===== src/rtl/alu_pkg.sv =====
package alu_pkg;
  localparam int unsigned DATA_W = 32;
  localparam int unsigned OP_W   = 3;

  // op[2] selects inversion of b in the adder chain; SLT shares it with SUB
  typedef enum logic [OP_W-1:0] {
    OP_AND = 3'b000,
    OP_OR  = 3'b001,
    OP_ADD = 3'b010,
    OP_SUB = 3'b110,
    OP_SLT = 3'b111
  } alu_op_e;
endpackage


===== src/rtl/alu_full_adder.sv =====
module alu_full_adder (
  input  logic a_i,
  input  logic b_i,
  input  logic c_i,
  output logic s_o,
  output logic c_o
);
  logic p;
  assign p   = a_i ^ b_i;
  assign s_o = p ^ c_i;
  assign c_o = (a_i & b_i) | (p & c_i);
endmodule


===== src/rtl/alu_addsub.sv =====
module alu_addsub #(
  parameter int unsigned WIDTH = 32
) (
  input  logic [WIDTH-1:0] a_i,
  input  logic [WIDTH-1:0] b_i,
  input  logic             sub_i,
  output logic [WIDTH-1:0] sum_o,
  output logic             carry_o,
  output logic             ovf_o
);
  localparam int unsigned MSB = WIDTH - 1;

  logic [WIDTH:0]   c;
  logic [WIDTH-1:0] b_x;

  assign c[0] = sub_i;

  for (genvar g = 0; g < WIDTH; g++) begin : g_cell
    assign b_x[g] = b_i[g] ^ sub_i;
    alu_full_adder i_fa (
      .a_i (a_i[g]),
      .b_i (b_x[g]),
      .c_i (c[g]),
      .s_o (sum_o[g]),
      .c_o (c[g+1])
    );
  end

  assign carry_o = c[WIDTH];
  assign ovf_o   = c[WIDTH] ^ c[MSB];

  // ripple chain against a wide behavioural sum
  logic [WIDTH:0] ref_sum;
  always_comb begin
    ref_sum = {1'b0, a_i} + {1'b0, (sub_i ? ~b_i : b_i)} + {{WIDTH{1'b0}}, sub_i};
    assert_chain_sum_R3: assert ({carry_o, sum_o} == ref_sum)
      else $error("adder chain mismatch");
    // sign rule: same-sign inputs giving a different-sign sum
    assert_sign_ovf_R5: assert (ovf_o == ((a_i[MSB] == b_x[MSB]) && (sum_o[MSB] != a_i[MSB])))
      else $error("overflow flag mismatch");
  end
endmodule


===== src/rtl/alu_logic.sv =====
module alu_logic #(
  parameter int unsigned WIDTH = 32
) (
  input  logic [WIDTH-1:0] a_i,
  input  logic [WIDTH-1:0] b_i,
  input  logic             or_sel_i,
  output logic [WIDTH-1:0] y_o
);
  assign y_o = or_sel_i ? (a_i | b_i) : (a_i & b_i);
endmodule


===== src/rtl/addsub_alu.sv =====
module addsub_alu
  import alu_pkg::*;
#(
  parameter int unsigned WIDTH = DATA_W
) (
  input  logic [WIDTH-1:0] a_i,
  input  logic [WIDTH-1:0] b_i,
  input  logic [OP_W-1:0]  op_i,
  output logic [WIDTH-1:0] result_o,
  output logic             carry_o,
  output logic             ovf_o,
  output logic             zero_o
);
  localparam int unsigned MSB = WIDTH - 1;

  logic             sub_en;
  logic [WIDTH-1:0] sum;
  logic             sum_c;
  logic             sum_v;
  logic [WIDTH-1:0] lgc;
  logic             less;

  assign sub_en = (op_i == OP_SUB) || (op_i == OP_SLT);

  alu_addsub #(.WIDTH(WIDTH)) i_addsub (
    .a_i     (a_i),
    .b_i     (b_i),
    .sub_i   (sub_en),
    .sum_o   (sum),
    .carry_o (sum_c),
    .ovf_o   (sum_v)
  );

  alu_logic #(.WIDTH(WIDTH)) i_logic (
    .a_i      (a_i),
    .b_i      (b_i),
    .or_sel_i (op_i[0]),
    .y_o      (lgc)
  );

  // difference sign corrected by overflow
  assign less = sum[MSB] ^ sum_v;

  always_comb begin
    result_o = '0;
    carry_o  = 1'b0;
    ovf_o    = 1'b0;
    case (op_i)
      OP_AND, OP_OR: result_o = lgc;
      OP_ADD, OP_SUB: begin
        result_o = sum;
        carry_o  = sum_c;
        ovf_o    = sum_v;
      end
      OP_SLT: begin
        result_o = {{(WIDTH-1){1'b0}}, less};
        carry_o  = sum_c;
        ovf_o    = sum_v;
      end
      default: ;
    endcase
  end

  assign zero_o = ~|result_o;

  always_comb begin
    assert_slt_sign_R6: assert ((op_i != OP_SLT) || (result_o[0] == ($signed(a_i) < $signed(b_i))))
      else $error("signed compare wrong");
    assert_slt_upper_R6: assert ((op_i != OP_SLT) || (result_o[MSB:1] == '0))
      else $error("compare upper bits set");
    assert_rsvd_quiet_R8: assert (!((op_i == 3'b011) || (op_i == 3'b100) || (op_i == 3'b101))
                                  || (zero_o && !carry_o && !ovf_o))
      else $error("reserved code leaked");
    assert_logic_flags_R1: assert (!((op_i == OP_AND) || (op_i == OP_OR)) || (!carry_o && !ovf_o))
      else $error("logic op raised a flag");
  end
endmodule


===== config.mk =====
export PLATFORM = sky130hd
export DESIGN_NAME = addsub_alu
export DESIGN_NICKNAME = d
export VERILOG_FILES = /design/src/rtl/alu_pkg.sv /design/src/rtl/alu_full_adder.sv /design/src/rtl/alu_addsub.sv /design/src/rtl/alu_logic.sv /design/src/rtl/addsub_alu.sv
export SDC_FILE = /design/constraint.sdc
export NUM_CORES = 1
export LEC_CHECK = 0
export BUFFER_PORTS_ARGS = -buffer_cell sky130_fd_sc_hd__buf_2
export CORE_MARGIN = 2
export CORE_UTILIZATION = 47
export DETAILED_ROUTE_END_ITERATION = 10
export PLACE_DENSITY_LB_ADDON = 0.05
export SLEW_MARGIN = 20
export SYNTH_ARGS = -nofsm -noshare
export SYNTH_HDL_FRONTEND = slang
export SYNTH_SLANG_ARGS = --single-unit

===== constraint.sdc =====
create_clock -name vclk -period 38.7
set_input_delay 9.675 -clock vclk [all_inputs]
set_output_delay 9.675 -clock vclk [all_outputs]
set_load 0.01 [all_outputs]

After elaboration in Yosys (flattened, before gate mapping)

Cells that the tools add are included.

Reductions and logical operators: 7
Equal/unequal tests: 4
Multiplexer cells: 4
Bitwise operators: 196

Operators by type and width:

| cell                                                            | number |
|---|---|
| 1-bit XOR                                                       | 98 |
| 32-bit one-hot mux with 3 select lines                          | 1 |
| 1-bit AND                                                       | 64 |
| 32-bit AND                                                      | 1 |
| 32-bit 2-to-1 mux                                               | 1 |
| 1-bit OR                                                        | 32 |
| 32-bit OR                                                       | 1 |
| 32-bit OR reduction                                             | 1 |
| 3-bit == test, second input constant                            | 2 |
| 2-bit OR reduction                                              | 2 |
| 3-bit by 1-bit == test with 1-bit output, second input constant | 1 |
| 3-bit by 2-bit == test with 1-bit output, second input constant | 1 |
| 3-bit zero test                                                 | 1 |
| 3-bit OR reduction                                              | 1 |
| 1-bit 2-to-1 mux                                                | 2 |
| 1-bit zero test                                                 | 1 |
| 1-bit logical OR                                                | 1 |

Logic and storage cells: 211
Flip-flop bits (word level): 0
Output and inout port bits: 35
Bits of input ports: 67

Longest topological paths before layout

Word-level depth: 73
Mapped depth: 39
Mapped depth without buffers: 38

Hierarchy

From an unflattened synthesis, not the netlist that was laid out.

Cells, all modules: 175
Area, all modules: 1908.1 um^2

Modules (own cells, without submodules):

| module         | instances | area an instance (um^2) | cells each | seq. area each (um^2) |
|---|---|---|---|---|
| alu_full_adder | 32        | 20.0                    | 1          | 0.0 |
| addsub_alu     | 1         | 515.5                   | 71         | 0.0 |
| alu_logic      | 1         | 391.6                   | 35         | 0.0 |
| alu_addsub     | 1         | 360.3                   | 37         | 0.0 |

Worst setup path after synthesis

OpenSTA, ideal clock, no wires.

Path kind: in2out
Start: input op_i[1]
End: output zero_o
Arrival time: 23.838 ns
Stages on the path: 38
Path buffers: 1
Data required time: 29.025 ns
Setup slack: 5.187 ns
Cell sequence: nand2_1 -> buf_1 -> o21ai_1 -> fa_1 -> fa_1 -> fa_1 -> fa_1 -> fa_1 -> fa_1 -> fa_1 -> fa_1 -> fa_1 -> fa_1 -> fa_1 -> fa_1 -> fa_1 -> fa_1 -> fa_1 -> (+2 left out) -> fa_1 -> fa_1 -> fa_1 -> fa_1 -> fa_1 -> fa_1 -> fa_1 -> fa_1 -> fa_1 -> fa_1 -> fa_1 -> fa_1 -> inv_1 -> fa_1 -> fa_1 -> o21ai_0 -> nand4bb_1 -> nor4_2

Elaborated cells between the ends (all ways): 205
Classes of those cells: eq/ne: 4; mux: 1; bitwise: 194; reduce/logical: 6

RTL lines:

| item                                     | line                               | source |
|---|---|---|
| start: declaration                       | addsub_alu.sv:8                    | `input logic [OP_W-1:0] op_i,` |
| 3-bit == test                            | addsub_alu.sv:23, addsub_alu.sv:48 |  |
| 1-bit logical OR                         | addsub_alu.sv:23                   | `assign sub_en = (op_i == OP_SUB) \|\| (op_i == OP_SLT);` |
| 1-bit XOR                                | alu_addsub.sv:19                   | `assign b_x[g] = b_i[g] ^ sub_i;` |
| 1-bit XOR                                | alu_full_adder.sv:9                | `assign p = a_i ^ b_i;` |
| 1-bit AND                                | alu_full_adder.sv:11               | `assign c_o = (a_i & b_i) \| (p & c_i);` |
| 1-bit OR                                 | alu_full_adder.sv:11               |  |
| 1-bit AND                                | alu_full_adder.sv:11               |  |
| 1-bit OR                                 | alu_full_adder.sv:11               |  |
| (+55 left out)                           | n/a                                |  |
| 1-bit OR                                 | alu_full_adder.sv:11               |  |
| 1-bit AND                                | alu_full_adder.sv:11               |  |
| 1-bit OR                                 | alu_full_adder.sv:11               |  |
| 1-bit XOR                                | alu_full_adder.sv:10               | `assign s_o = p ^ c_i;` |
| 32-bit one-hot mux with 3 select lines * | addsub_alu.sv:48                   | `case (op_i)` |
| named net result_o[31]                   | addsub_alu.sv:9                    | `output logic [WIDTH-1:0] result_o,` |
| 32-bit OR reduction *                    | addsub_alu.sv:64                   | `assign zero_o = ~\|result_o;` |
| 1-bit zero test *                        | addsub_alu.sv:64                   |  |
| end: declaration                         | addsub_alu.sv:12                   | `output logic zero_o` |

Mark *: on every way through the listed nets, which the timed path passes. The rest lies on a longest branch.

Worst setup path after layout

Start: input op_i[1]
End: output zero_o

Word-level cells in the longest chain between the ends: 73
Elaborated cells between the ends (all ways): 205
Classes of those cells: eq/ne: 4; mux: 1; bitwise: 194; reduce/logical: 6

RTL lines:

| item                                     | line                               | source |
|---|---|---|
| 3-bit == test                            | addsub_alu.sv:23, addsub_alu.sv:48 |  |
| 1-bit logical OR                         | addsub_alu.sv:23                   |  |
| 1-bit XOR                                | alu_addsub.sv:19                   |  |
| 1-bit XOR                                | alu_full_adder.sv:9                |  |
| 1-bit AND                                | alu_full_adder.sv:11               |  |
| 1-bit OR                                 | alu_full_adder.sv:11               |  |
| 1-bit AND                                | alu_full_adder.sv:11               |  |
| 1-bit OR                                 | alu_full_adder.sv:11               |  |
| (+57 left out)                           | n/a                                |  |
| 1-bit OR                                 | alu_full_adder.sv:11               |  |
| 1-bit AND                                | alu_full_adder.sv:11               |  |
| 1-bit OR                                 | alu_full_adder.sv:11               |  |
| 1-bit XOR                                | alu_addsub.sv:30                   | `assign ovf_o = c[WIDTH] ^ c[MSB];` |
| 1-bit XOR                                | addsub_alu.sv:42                   | `assign less = sum[MSB] ^ sum_v;` |
| 32-bit one-hot mux with 3 select lines * | addsub_alu.sv:48                   |  |
| 32-bit OR reduction *                    | addsub_alu.sv:64                   |  |
| 1-bit zero test *                        | addsub_alu.sv:64                   |  |

Mark *: on every way between the ends. The rest lies on a longest branch, timed or not.

==> impl_metrics.csv <==
group,metric,value,unit
timing,maxSlewHeadroom,36.89,%
timing,tightest_slew,0.9433,ns
worst_setup_path,start_kind,"primary input",
worst_setup_path,path_buf_inv,3,
pwr,pwr-share-seq,0,%
worst_setup_path,cp.required,29.02,ns
routing,drcViolationCount,0,
timing,postLayoutSetupSlackWorst,4.444,ns
finish,finalNetCount,372,
logic_synthesis,netlist_area,0.001798,sq mm
pwr,p_switching,21.37,uW
global_route,overflow,0,
die,io_pins,102,
placed_design,dp_slack,4.395,ns
timing,setup-violations-final,0,
clocking,hold_buffers,0,
logic_synthesis,yosysWarnings,0,
placed_design,dp_hpwl,3.673,mm
global_route,grt_use_total,22.08,%
clocking,ctsResizeCount,0,
routing,wl_per_cell,14.12,um
finish,seq_area,0,sq um
timing,timing.fmax,0.02919,GHz
pwr,clkPwrFrac,0,%
die,die_w,65.85,um
routing,route.met3.wl,305,um
timing,worst_hold_slack,19.77,ns
routing,vias,1730,
pwr,leakagePower,1.037,nW
logic_synthesis,synthDistinctLibCells,25,
placed_design,postPlaceCellArea,0.002318,sq mm
global_route,grt_pass1_wl,7.783,mm
finish,drive_above_1_share,43.12,%
hold_path,hold_path_class,"primary input to primary output",
global_route,grt_max_degree,36,
worst_setup_path,critPathLaunch,"op_i[1]",
pwr,switching_share,51.84,%
finish,fin_cells,317,
global_route,grt_pass1_vias,1765,
worst_setup_path,path_depth,39,
worst_setup_path,path_class,"primary input to primary output",
die,initial_core_util,49.11,%
placed_design,dp_cells,317,
worst_setup_path,path_max_fanout,32,
die,num_rows,22,
flow_run,cap_violations,0,
routing,drt-initial-drc-count,69,
logic_synthesis,seq_area_frac_synth,0,%
timing,period_share,88.52,%
global_route,antenna_found_initial,0,
worst_setup_path,cpPeakStageDelay,0.56,ns
run_status,outcome,"complete, no violations",
routing,wirelength_met1,1.903,mm
timing,hold_viol_final,0,
worst_setup_path,cp_common_cell,"fa_1",
pwr,intPower,19.85,uW
worst_setup_path,crit_slowest_cell,"nand2_2",
pwr,power,41.22,uW
routing,first_pass_iters,4,
logic_synthesis,synthesis.nets,279,
pwr,pwr-share-comb,100.0,%
routing,wl_met2,2.268,mm
worst_setup_path,crit_family,"adder cells",
pwr,ir_worst_vdd,0.01071,mV
routing,routed_wl,4.477,mm
die,die_area,0.004336,sq mm
routing,vias_per_cell,5.457,
logic_synthesis,syn_inst,178,
timing,setup-tns-final,0,ns
worst_setup_path,cp-end-kind,"primary output",
timing,final_max_slew_viol_count,0,
timing,post-route-min-period,34.26,ns
die,core-area,0.003661,sq mm
placed_design,place_congestion,0.7396,
routing,postRouteAntennaNets,0,
timing,rsz0062_at_grt,"no",
worst_setup_path,endpoint,"zero_o",
die,fp.dieH,65.85,um
finish,diodes,0,
finish,seq_cells,0,
finish,area_growth,28.95,%
pwr,powerDensity,17.78,mW/mm^2
finish,fin_area,0.002318,sq mm
worst_setup_path,arrival,24.58,ns
placed_design,place.port_buffers,102,
finish,utilization,63.33,%
clocking,post_cts_buffers,0,
finish,nClkBuffers,0,
routing,top_layer_used,"met3",
logic_synthesis,avgSynthCellArea,10.10,sq um
power groups by stage:
stage / sequential (mW) / combinational (mW) / clock, mW
6_report: 0 / 0.0412 / 0
2_1_floorplan: 0 / 0.0273 / 0
4_1_cts: 0 / 0.0419 / 0
3_5_place_dp: 0 / 0.0418 / 0
3_3_place_gp: 0 / 0.0412 / 0
5_1_grt: 0 / 0.0475 / 0
synthesized netlist by cell type (all sizes together) (2+ instances only):
cell,count,area share [%]
a22o,28,14
fa,32,36
buf,7,2.8
maj3,30,17
nand4bb,2,1.3
nand2,9,1.9
nor2,5,1.0
ha,2,1.4
xnor2,30,15
nor4,7,3.5
xor2,2,0.97
inv,7,1.5
clkbuf,6,1.3
o21ai,6,1.7
cell families (layout without fill, tap and decap cells):
logic type | Yosys count | in the layout | share of synthesized area, %
adders and majority gates | 64 | 64 | 54.07
AOI/OAI and AO/OA | 36 | 36 | 16.21
xor gates and xnor gates | 32 | 32 | 15.59
and+or+nand+nor | 26 | 26 | 8.629
buffers and inverters | 20 | 111 | 5.497
how the worst min path moves through the flow:
stage,startpoint,slack (ns),depth (start not counted),endpoint
2_1_floorplan,op_i[1],19.50,2,carry_o
3_3_place_gp,op_i[1],19.77,4,carry_o
3_5_place_dp,b_i[29],19.77,4,result_o[29]
4_1_cts,op_i[1],19.77,4,carry_o
5_1_grt,op_i[1],19.82,4,carry_o
6_report,op_i[1],19.77,4,carry_o
layer usage:
| metal | vias up | track usage [%] |
|---|---|---|
| met4 | 0 | 0.7813 |
| met3 | 0 | 0.3407 |
| met1 | 836 | 30.94 |
| met2 | 73 | 40.28 |
| met5 | - | 0 |
| li1 | 821 | - |
area by class of cell:
type	count	area [sq um]
multi-input combinational	158	1707
tap	48	60.06
fill	345	1343
inverter	7	26.28
timing repair buffer	104	525.5
cells in the final DEF (no fill, tap or decap), types with 2 or more instances in the layout:
master / netlist / final
xnor2_1: 30 / 30
o21ai_0: 3 / 3
ha_1: 2 / 2
buf_4: 0 / 2
inv_1: 6 / 6
nand4bb_1: 2 / 2
o21ai_1: 3 / 3
nor4_1: 4 / 4
maj3_1: 25 / 25
nor4_2: 3 / 3
maj3_2: 5 / 5
a22o_1: 28 / 28
fa_1: 32 / 32
nand2_1: 9 / 8
buf_2: 1 / 102
nor2_1: 5 / 4
xor2_1: 2 / 2
Power figures use the tool's default switching activity.
